===== src/rtl/sha1x2_pkg.sv =====
// Shared constants, phase type and step functions of the two-step SHA-1 core.
// Assumes a 32-bit word and 80 steps; the step index is 7 bits and may
// exceed 79 on discarded look-ahead terms, which fall into the last group.
package sha1x2_pkg;

    localparam int WORD_W    = 32;
    localparam int WIN_WORDS = 16;
    localparam int BLK_W     = WORD_W * WIN_WORDS;
    localparam int NUM_REGS  = 5;
    localparam int DIG_W     = WORD_W * NUM_REGS;
    localparam int STEPS     = 80;
    localparam int GROUP_LEN = 20;
    localparam int STEP_W    = 7;
    localparam int LAST_T    = STEPS - 2;

    localparam logic [DIG_W-1:0] IV = {32'h67452301, 32'hefcdab89, 32'h98badcfe,
                                       32'h10325476, 32'hc3d2e1f0};

    typedef enum logic [1:0] {PH_IDLE, PH_PREP, PH_RUN} phase_e;

    // Left rotate of one word.
    function automatic logic [WORD_W-1:0] rotl(input logic [WORD_W-1:0] x,
                                               input int unsigned n);
        return (x << n) | (x >> (WORD_W - n));
    endfunction

    // Group number of a step index.
    function automatic int unsigned grp(input logic [STEP_W-1:0] s);
        if (int'(s) < GROUP_LEN)          return 0;
        else if (int'(s) < 2 * GROUP_LEN) return 1;
        else if (int'(s) < 3 * GROUP_LEN) return 2;
        else                              return 3;
    endfunction

    // Selection function of the group that step s belongs to.
    function automatic logic [WORD_W-1:0] f_fn(input logic [STEP_W-1:0] s,
                                               input logic [WORD_W-1:0] b,
                                               input logic [WORD_W-1:0] c,
                                               input logic [WORD_W-1:0] d);
        unique case (grp(s))
            0:       return (b & c) | (~b & d);
            2:       return (b & c) | (b & d) | (c & d);
            default: return b ^ c ^ d;
        endcase
    endfunction

    // Additive constant of the group that step s belongs to.
    function automatic logic [WORD_W-1:0] k_fn(input logic [STEP_W-1:0] s);
        unique case (grp(s))
            0:       return 32'h5a827999;
            1:       return 32'h6ed9eba1;
            2:       return 32'h8f1bbcdc;
            default: return 32'hca62c1d6;
        endcase
    endfunction

endpackage


===== src/rtl/sha1x2_sched.sv =====
// Message schedule: a 16-word sliding window that advances two words a cycle.
// Assumes load and shift are never high together. After load the window base
// is word 0; each shift drops two words and appends two expanded words.
module sha1x2_sched
    import sha1x2_pkg::*;
(
    input  logic              clk,
    input  logic              rst_n,
    input  logic              load_i,
    input  logic [BLK_W-1:0]  blk_i,
    input  logic              shift_i,
    output logic [WORD_W-1:0] w0_o,
    output logic [WORD_W-1:0] w1_o,
    output logic [WORD_W-1:0] w2_o
);

    localparam int NEW_WORDS = 2;

    logic [WORD_W-1:0] win_q [WIN_WORDS];
    logic [WORD_W-1:0] exp_w [NEW_WORDS];

    // Two expanded words per cycle from taps 0, 2, 8 and 13 relative to each new word.
    for (genvar g = 0; g < NEW_WORDS; g++) begin : g_expand
        assign exp_w[g] = rotl(win_q[13+g] ^ win_q[8+g] ^ win_q[2+g] ^ win_q[g], 1);
    end

    // Load the block or slide the window by two words.
    always_ff @(posedge clk) begin
        if (!rst_n) begin
            for (int i = 0; i < WIN_WORDS; i++) win_q[i] <= '0;
        end else if (load_i) begin
            for (int i = 0; i < WIN_WORDS; i++)
                win_q[i] <= blk_i[BLK_W-1-WORD_W*i -: WORD_W];
        end else if (shift_i) begin
            for (int i = 0; i < WIN_WORDS - NEW_WORDS; i++)
                win_q[i] <= win_q[i+NEW_WORDS];
            for (int g = 0; g < NEW_WORDS; g++)
                win_q[WIN_WORDS-NEW_WORDS+g] <= exp_w[g];
        end
    end

    assign w0_o = win_q[0];
    assign w1_o = win_q[1];
    assign w2_o = win_q[2];

endmodule


===== src/rtl/sha1x2_precomp.sv =====
// Look-ahead stage: holds l, m and n for the double-step about to run.
// On the seed cycle it forms l0, m0 and n0 from the starting state and words
// 0..2. On each run cycle it forms the sums for step t+2 from the next state,
// using the constant and function of the step each term targets.
module sha1x2_precomp
    import sha1x2_pkg::*;
(
    input  logic              clk,
    input  logic              rst_n,
    input  logic              seed_i,
    input  logic              adv_i,
    input  logic [STEP_W-1:0] t_i,
    input  logic [WORD_W-1:0] b_i,
    input  logic [WORD_W-1:0] c_i,
    input  logic [WORD_W-1:0] d_i,
    input  logic [WORD_W-1:0] e_i,
    input  logic [WORD_W-1:0] bn_i,
    input  logic [WORD_W-1:0] cn_i,
    input  logic [WORD_W-1:0] dn_i,
    input  logic [WORD_W-1:0] en_i,
    input  logic [WORD_W-1:0] w0_i,
    input  logic [WORD_W-1:0] w1_i,
    input  logic [WORD_W-1:0] w2_i,
    output logic [WORD_W-1:0] l_o,
    output logic [WORD_W-1:0] m_o,
    output logic [WORD_W-1:0] n_o
);

    logic [STEP_W-1:0] t_p2, t_p3, t_p4;
    logic [WORD_W-1:0] l_d, m_d, n_d;
    logic [WORD_W-1:0] l_q, m_q, n_q;

    assign t_p2 = t_i + STEP_W'(2);
    assign t_p3 = t_i + STEP_W'(3);
    assign t_p4 = t_i + STEP_W'(4);

    // Select seed sums or look-ahead sums for the next double-step.
    always_comb begin
        if (seed_i) begin
            l_d = f_fn('0, b_i, c_i, d_i) + e_i + w0_i + k_fn('0);
            m_d = d_i + w1_i + k_fn(STEP_W'(1));
            n_d = w2_i + k_fn(STEP_W'(2));
        end else begin
            l_d = f_fn(t_p2, bn_i, cn_i, dn_i) + en_i + n_q;
            m_d = dn_i + w1_i + k_fn(t_p3);
            n_d = w2_i + k_fn(t_p4);
        end
    end

    // Capture the sums on seed and run cycles.
    always_ff @(posedge clk) begin
        if (!rst_n) begin
            l_q <= '0;
            m_q <= '0;
            n_q <= '0;
        end else if (seed_i || adv_i) begin
            l_q <= l_d;
            m_q <= m_d;
            n_q <= n_d;
        end
    end

    assign l_o = l_q;
    assign m_o = m_q;
    assign n_o = n_q;

endmodule


===== src/rtl/sha1x2_round.sv =====
// Double-step datapath (combinational): state at even step t to state at t+2.
// Assumes l and m hold the look-ahead sums for step t; f of step t+1 is used.
module sha1x2_round
    import sha1x2_pkg::*;
(
    input  logic [STEP_W-1:0] t_i,
    input  logic [WORD_W-1:0] a_i,
    input  logic [WORD_W-1:0] b_i,
    input  logic [WORD_W-1:0] c_i,
    input  logic [WORD_W-1:0] l_i,
    input  logic [WORD_W-1:0] m_i,
    output logic [WORD_W-1:0] a_o,
    output logic [WORD_W-1:0] b_o,
    output logic [WORD_W-1:0] c_o,
    output logic [WORD_W-1:0] d_o,
    output logic [WORD_W-1:0] e_o
);

    logic [STEP_W-1:0] t_p1;
    logic [WORD_W-1:0] b30;

    assign t_p1 = t_i + STEP_W'(1);
    assign b30  = rotl(b_i, 30);

    // Two steps folded onto the pre-summed terms.
    always_comb begin
        b_o = rotl(a_i, 5) + l_i;
        a_o = rotl(b_o, 5) + f_fn(t_p1, a_i, b30, c_i) + m_i;
        c_o = rotl(a_i, 30);
        d_o = b30;
        e_o = c_i;
    end

endmodule


===== src/rtl/sha1x2_core.sv =====
// Top of the two-step SHA-1 compression core. It takes a start while idle,
// spends one seed cycle and forty double-step cycles, then adds the final
// state to the starting chain words. Assumes the block is already padded.
module sha1x2_core
    import sha1x2_pkg::*;
(
    input  logic              clk,
    input  logic              rst_n,
    input  logic              start_i,
    input  logic              chain_i,
    input  logic [BLK_W-1:0]  block_i,
    output logic              busy_o,
    output logic              done_o,
    output logic [DIG_W-1:0]  digest_o
);

    phase_e            ph_q;
    logic [STEP_W-1:0] t_q;
    logic [WORD_W-1:0] a_q, b_q, c_q, d_q, e_q;
    logic [WORD_W-1:0] a_n, b_n, c_n, d_n, e_n;
    logic [WORD_W-1:0] l_w, m_w, n_w;
    logic [WORD_W-1:0] w0, w1, w2;
    logic [DIG_W-1:0]  hv_q, dig_q, start_h, sum_h;
    logic              done_q, accept, in_prep, in_run, last_run;

    assign accept   = start_i && (ph_q == PH_IDLE);
    assign in_prep  = (ph_q == PH_PREP);
    assign in_run   = (ph_q == PH_RUN);
    assign last_run = in_run && (t_q == STEP_W'(LAST_T));
    assign start_h  = chain_i ? dig_q : IV;

    sha1x2_sched u_sched (
        .clk     (clk),
        .rst_n   (rst_n),
        .load_i  (accept),
        .blk_i   (block_i),
        .shift_i (in_prep || in_run),
        .w0_o    (w0),
        .w1_o    (w1),
        .w2_o    (w2)
    );

    sha1x2_precomp u_pre (
        .clk    (clk),
        .rst_n  (rst_n),
        .seed_i (in_prep),
        .adv_i  (in_run),
        .t_i    (t_q),
        .b_i    (b_q),
        .c_i    (c_q),
        .d_i    (d_q),
        .e_i    (e_q),
        .bn_i   (b_n),
        .cn_i   (c_n),
        .dn_i   (d_n),
        .en_i   (e_n),
        .w0_i   (w0),
        .w1_i   (w1),
        .w2_i   (w2),
        .l_o    (l_w),
        .m_o    (m_w),
        .n_o    (n_w)
    );

    sha1x2_round u_round (
        .t_i (t_q),
        .a_i (a_q),
        .b_i (b_q),
        .c_i (c_q),
        .l_i (l_w),
        .m_i (m_w),
        .a_o (a_n),
        .b_o (b_n),
        .c_o (c_n),
        .d_o (d_n),
        .e_o (e_n)
    );

    // Final feed-forward: each next-state word plus its chain word.
    assign sum_h = {a_n + hv_q[4*WORD_W +: WORD_W], b_n + hv_q[3*WORD_W +: WORD_W],
                    c_n + hv_q[2*WORD_W +: WORD_W], d_n + hv_q[WORD_W +: WORD_W],
                    e_n + hv_q[0 +: WORD_W]};

    // Phase sequencing and step counter.
    always_ff @(posedge clk) begin
        if (!rst_n) begin
            ph_q <= PH_IDLE;
            t_q  <= '0;
        end else begin
            unique case (ph_q)
                PH_IDLE: if (accept) ph_q <= PH_PREP;
                PH_PREP: begin
                    ph_q <= PH_RUN;
                    t_q  <= '0;
                end
                PH_RUN: begin
                    t_q <= t_q + STEP_W'(2);
                    if (last_run) ph_q <= PH_IDLE;
                end
                default: ph_q <= PH_IDLE;
            endcase
        end
    end

    // Working words: load the chain words on accept, advance two steps per run cycle.
    always_ff @(posedge clk) begin
        if (!rst_n) begin
            {a_q, b_q, c_q, d_q, e_q} <= '0;
            hv_q <= '0;
        end else if (accept) begin
            {a_q, b_q, c_q, d_q, e_q} <= start_h;
            hv_q <= start_h;
        end else if (in_run) begin
            {a_q, b_q, c_q, d_q, e_q} <= {a_n, b_n, c_n, d_n, e_n};
        end
    end

    // Digest register and one-cycle done pulse.
    always_ff @(posedge clk) begin
        if (!rst_n) begin
            dig_q  <= '0;
            done_q <= 1'b0;
        end else begin
            done_q <= last_run;
            if (last_run) dig_q <= sum_h;
        end
    end

    assign busy_o   = (ph_q != PH_IDLE);
    assign done_o   = done_q;
    assign digest_o = dig_q;

endmodule


===== config.mk =====
export PLATFORM = sky130hd
export DESIGN_NAME = sha1x2_core
export DESIGN_NICKNAME = d
export VERILOG_FILES = /design/src/rtl/sha1x2_pkg.sv /design/src/rtl/sha1x2_sched.sv /design/src/rtl/sha1x2_precomp.sv /design/src/rtl/sha1x2_round.sv /design/src/rtl/sha1x2_core.sv
export SDC_FILE = /design/constraint.sdc
export NUM_CORES = 2
export LEC_CHECK = 0
export BUFFER_PORTS_ARGS = -buffer_cell sky130_fd_sc_hd__buf_2
export CAP_MARGIN = 0
export CORE_MARGIN = 5
export CORE_UTILIZATION = 55
export CTS_BUF_LIST = sky130_fd_sc_hd__clkbuf_4
export DETAILED_ROUTE_END_ITERATION = 12
export GPL_TIMING_DRIVEN = 0
export PLACE_DENSITY = 0.86
export SETUP_SLACK_MARGIN = 0.1
export SLEW_MARGIN = 5
export SYNTH_ARGS = -nofsm -noshare
export SYNTH_HDL_FRONTEND = slang
export SYNTH_SLANG_ARGS = --single-unit

===== constraint.sdc =====
create_clock -name clk -period 29 [get_ports clk]
set_input_delay 5.8 -clock clk [delete_from_list [all_inputs] [get_ports clk]]
set_output_delay 5.8 -clock clk [all_outputs]
set_load 0.01 [all_outputs]

==> metrics.yaml <==
grt:
  grt-ovfl-total: 0
  grt_pass1_wl_um: 499000
  antenna_found_initial: 77
  first_global_vias: 67300
  grt_usage: 0.524
  grt_max_degree: 68
worst_setup_path:
  worstReg2RegStart: "a_q[28]$_SDFFE_PN0P_"
  reg2reg_to: "digest_o[156]$_SDFFE_PN0P_"
  cpMaxStageDelayCell: "nor2_1"
  reg2reg_depth: 32
  rrSetupSlack_ps: 17950
  crit_end: "digest_o[156]$_SDFFE_PN0P_"
  critPathLaunchType: "register"
  arrival_ps: 12190
  max_stage_delay_ps: 1230
  critical_path_class: "reg -> reg"
  startpoint: "a_q[28]$_SDFFE_PN0P_"
  cp.required_ps: 30140
  cp_common_cell: "a21oi_1"
  end_kind: "register"
  cp_max_fo: 7
synthesis:
  synthesis.nets: 9048
  synth-seq-cells: 1097
  yosysTopAreaCell: "edfxtp_1"
  ys_top_cells_by_area: "edfxtp_1 (22%), dfxtp_1 (17%), ha_1 (8.0%), a21oi_1 (6.5%), nand2_1 (6.2%)"
  syn_area_per_cell_um2: 8.91
  yosys.area.top_type_share: 0.219
  ys_top_cells_by_count: "nand2_1 (1170), a21oi_1 (908), dfxtp_1 (585)"
  synth_edf_count: 512
  ys_seq_area_frac: 0.385
  syn-cell-area_um2: 70300
  synth.distinct_cells: 91
  ys_async_sr_fraction: 0
  synth_most_common_cell: "nand2_1"
  synth-main-ff-cell: "dfxtp_1"
  netlist_instances: 7886
  yosys_warnings: 0
cts:
  clk_latency_ps: 1400
  cts-resized-gates: 0
  cts_buffer_depth: 4
  cts_setup_buffers: 0
  cts_root_buffer: "clkbuf_4"
  clk_pin_slew_ps: 70
  hold_buffers: 0
  htree_levels: 5
  cts_sinks: 1097
  cts_buffers: 316
  cts_tree: "built"
detailed_routing:
  remaining_drc_errors: 0
  drt-pass1-iter-count: 10
  drt_iter0_drc: 11800
  finalWirelength_um: 368000
  vias_per_cell: 6.65
  drt-wirelength-per-cell_um: 34.0
  detail-route-antenna-nets: 0
  route.vias.total: 71900
layout:
  fin_cells: 10800
  syn2layout_area_growth_pct: 13.9
  final_nets: 10100
  drive_gt1_frac: 0.138
  nFillCells: 11200
placed_design:
  gp_congestion: 1.11
  dp_hpwl_um: 295000
  io_buffers: 675
  dpl.cell_count: 10200
die:
  die_w_um: 367
  fp.dieArea_um2: 135000
  dieHeight_um: 367
  num_io_pins: 678
  initial_core_util: 0.553
  core_um2: 127000
  rows: 131
sta:
  finalSetupTns_ps: 0
  rsz0062_at_grt: "no"
  hold_violations: 0
  layout_min_cycle_time_ps: 11050
  drv_slew: 41
  min_period_over_period: 0.381
  max_freq_mhz: 90.5
  fin_worst_skew_ps: 123
  final-setup-viol-count: 0
  tightest_slew_ps: 1670
  relSlewSlack: -0.118
power_and_ir_drop:
  peakVddDrop_mv: 0.0584
  p_leak_nw: 34.6
  power.density_nw_per_um2: 106
worst_hold_path:
  worstHoldPathType: "reg -> reg"
run_status:
  violations: "max-capacitance violations, max-slew violations"
  status: "finished with violations"
run:
  drv_cap: 5
[per-layer routing]
layer / up-vias / GRT usage / routed length [µm]
met5: - / 0 / 314
met4: 28 / 0.486 / 44400
met3: 1784 / 0.191 / 53300
met2: 6453 / 0.755 / 149000
met1: 33800 / 0.604 / 121000
li1: 29900 / - / -
[critical path, delay by kind of cell (launching register included)]
family                   cells  cell delay, ps
buffers and inverters        1             580
adder cells (fa/ha/maj)      5            2260
AND/OR/NAND/NOR              6            2170
XOR/XNOR                     2             390
AO/OA/AOI/OAI               18            4430
flip-flops                   1             970
[sequential cells by signal, indices dropped and copies added, names as in the netlist]
| signal | cells |
|---|---|
| ph_q | 2 |
| hv_q | 160 |
| d_q | 32 |
| digest_o | 160 |
| u_pre.m_o | 32 |
| u_pre.l_o | 32 |
| u_sched.win_q | 512 |
| a_q | 32 |
| u_pre.n_o | 32 |
| e_q | 32 |
| t_q | 6 |
| done_o | 1 |
| b_q | 32 |
| c_q | 32 |
[logic make-up (layout without fill, tap and decap cells)]
family                     count (synthesis)  count (layout)  share of synthesized area
xor gates and xnor gates                 531             531                     0.0665
and+or+nand+nor                         2165            2165                      0.129
buffers and inverters                    932            2140                     0.0498
muxes                                    201             201                     0.0294
AOI/OAI and AO/OA                       2313            2313                      0.204
other                                      0              64                          0
DFF                                     1097            1097                      0.385
adders and majority gates                647             647                      0.136
[layout by cell type, fill, tap and decap left out, drive strengths merged, types with 41 or more instances in the layout]
cell    count
a211oi     77
a21o      187
a21oi     908
a22o      224
a31oi      42
buf       723
clkbuf    798
clkinv     75
dfxtp     585
diode      64
edfxtp    512
fa        195
ha        451
inv       538
mux2       42
mux2i     159
nand2    1171
nand2b     58
nand3     129
nor2      537
nor2b      44
nor3       68
o21a       58
o21ai     515
o22ai      41
xnor2     413
xor2      117
[worst min path at each step]
| stage | startpoint | endpoint | cells past startpoint |
|---|---|---|---|
| 2_1_floorplan | u_pre.n_o[16]$_SDFFE_PN0P_ | u_pre.n_o[16]$_SDFFE_PN0P_ | 2 |
| 6_report | u_pre.l_o[18]$_SDFFE_PN0P_ | u_pre.l_o[18]$_SDFFE_PN0P_ | 2 |
| 3_3_place_gp | u_pre.l_o[18]$_SDFFE_PN0P_ | u_pre.l_o[18]$_SDFFE_PN0P_ | 2 |
| 4_1_cts | u_pre.l_o[18]$_SDFFE_PN0P_ | u_pre.l_o[18]$_SDFFE_PN0P_ | 2 |
| 3_5_place_dp | u_pre.l_o[18]$_SDFFE_PN0P_ | u_pre.l_o[18]$_SDFFE_PN0P_ | 2 |
| 5_1_grt | hv_q[57]$_SDFFE_PN0P_ | hv_q[57]$_SDFFE_PN0P_ | 2 |
[power breakdown]
part | internal, mW | switching [mW] | total, mW | leakage (nW)
logic | 1.48 | 2.90 | 4.37 | 22.0
registers | 2.09 | 0.538 | 2.63 | 10.4
clock network | 0.747 | 0.735 | 1.48 | 2.27
[cell type report]
cell class	count	area (µm²)	area share
inverters	535	2010	0.0251
multi-input cells	5857	39800	0.498
plain buffers	397	1490	0.0187
clock inverters	84	492	0.00614
repair buffers	686	3610	0.0451
diodes	64	160	0.00200
flip-flops and latches	1097	27100	0.338
well taps	1662	2080	0.0260
clock buffers	438	3290	0.0411
[stage by stage]
step	utilization	cell area [µm²]	worst slack, ps	hold WS [ps]	power, mW
5_1_grt	0.629	80000	17880	480	8.75
3_3_place_gp	0.595	75700	10480	440	6.69
3_5_place_dp	0.598	76000	18210	442	6.72
4_1_cts	0.628	79800	18460	451	8.18
2_1_floorplan	-	70300	15670	425	5.07
6_report	0.629	80000	17950	448	8.48
No activity file was read; power rests on OpenSTA's default activity.
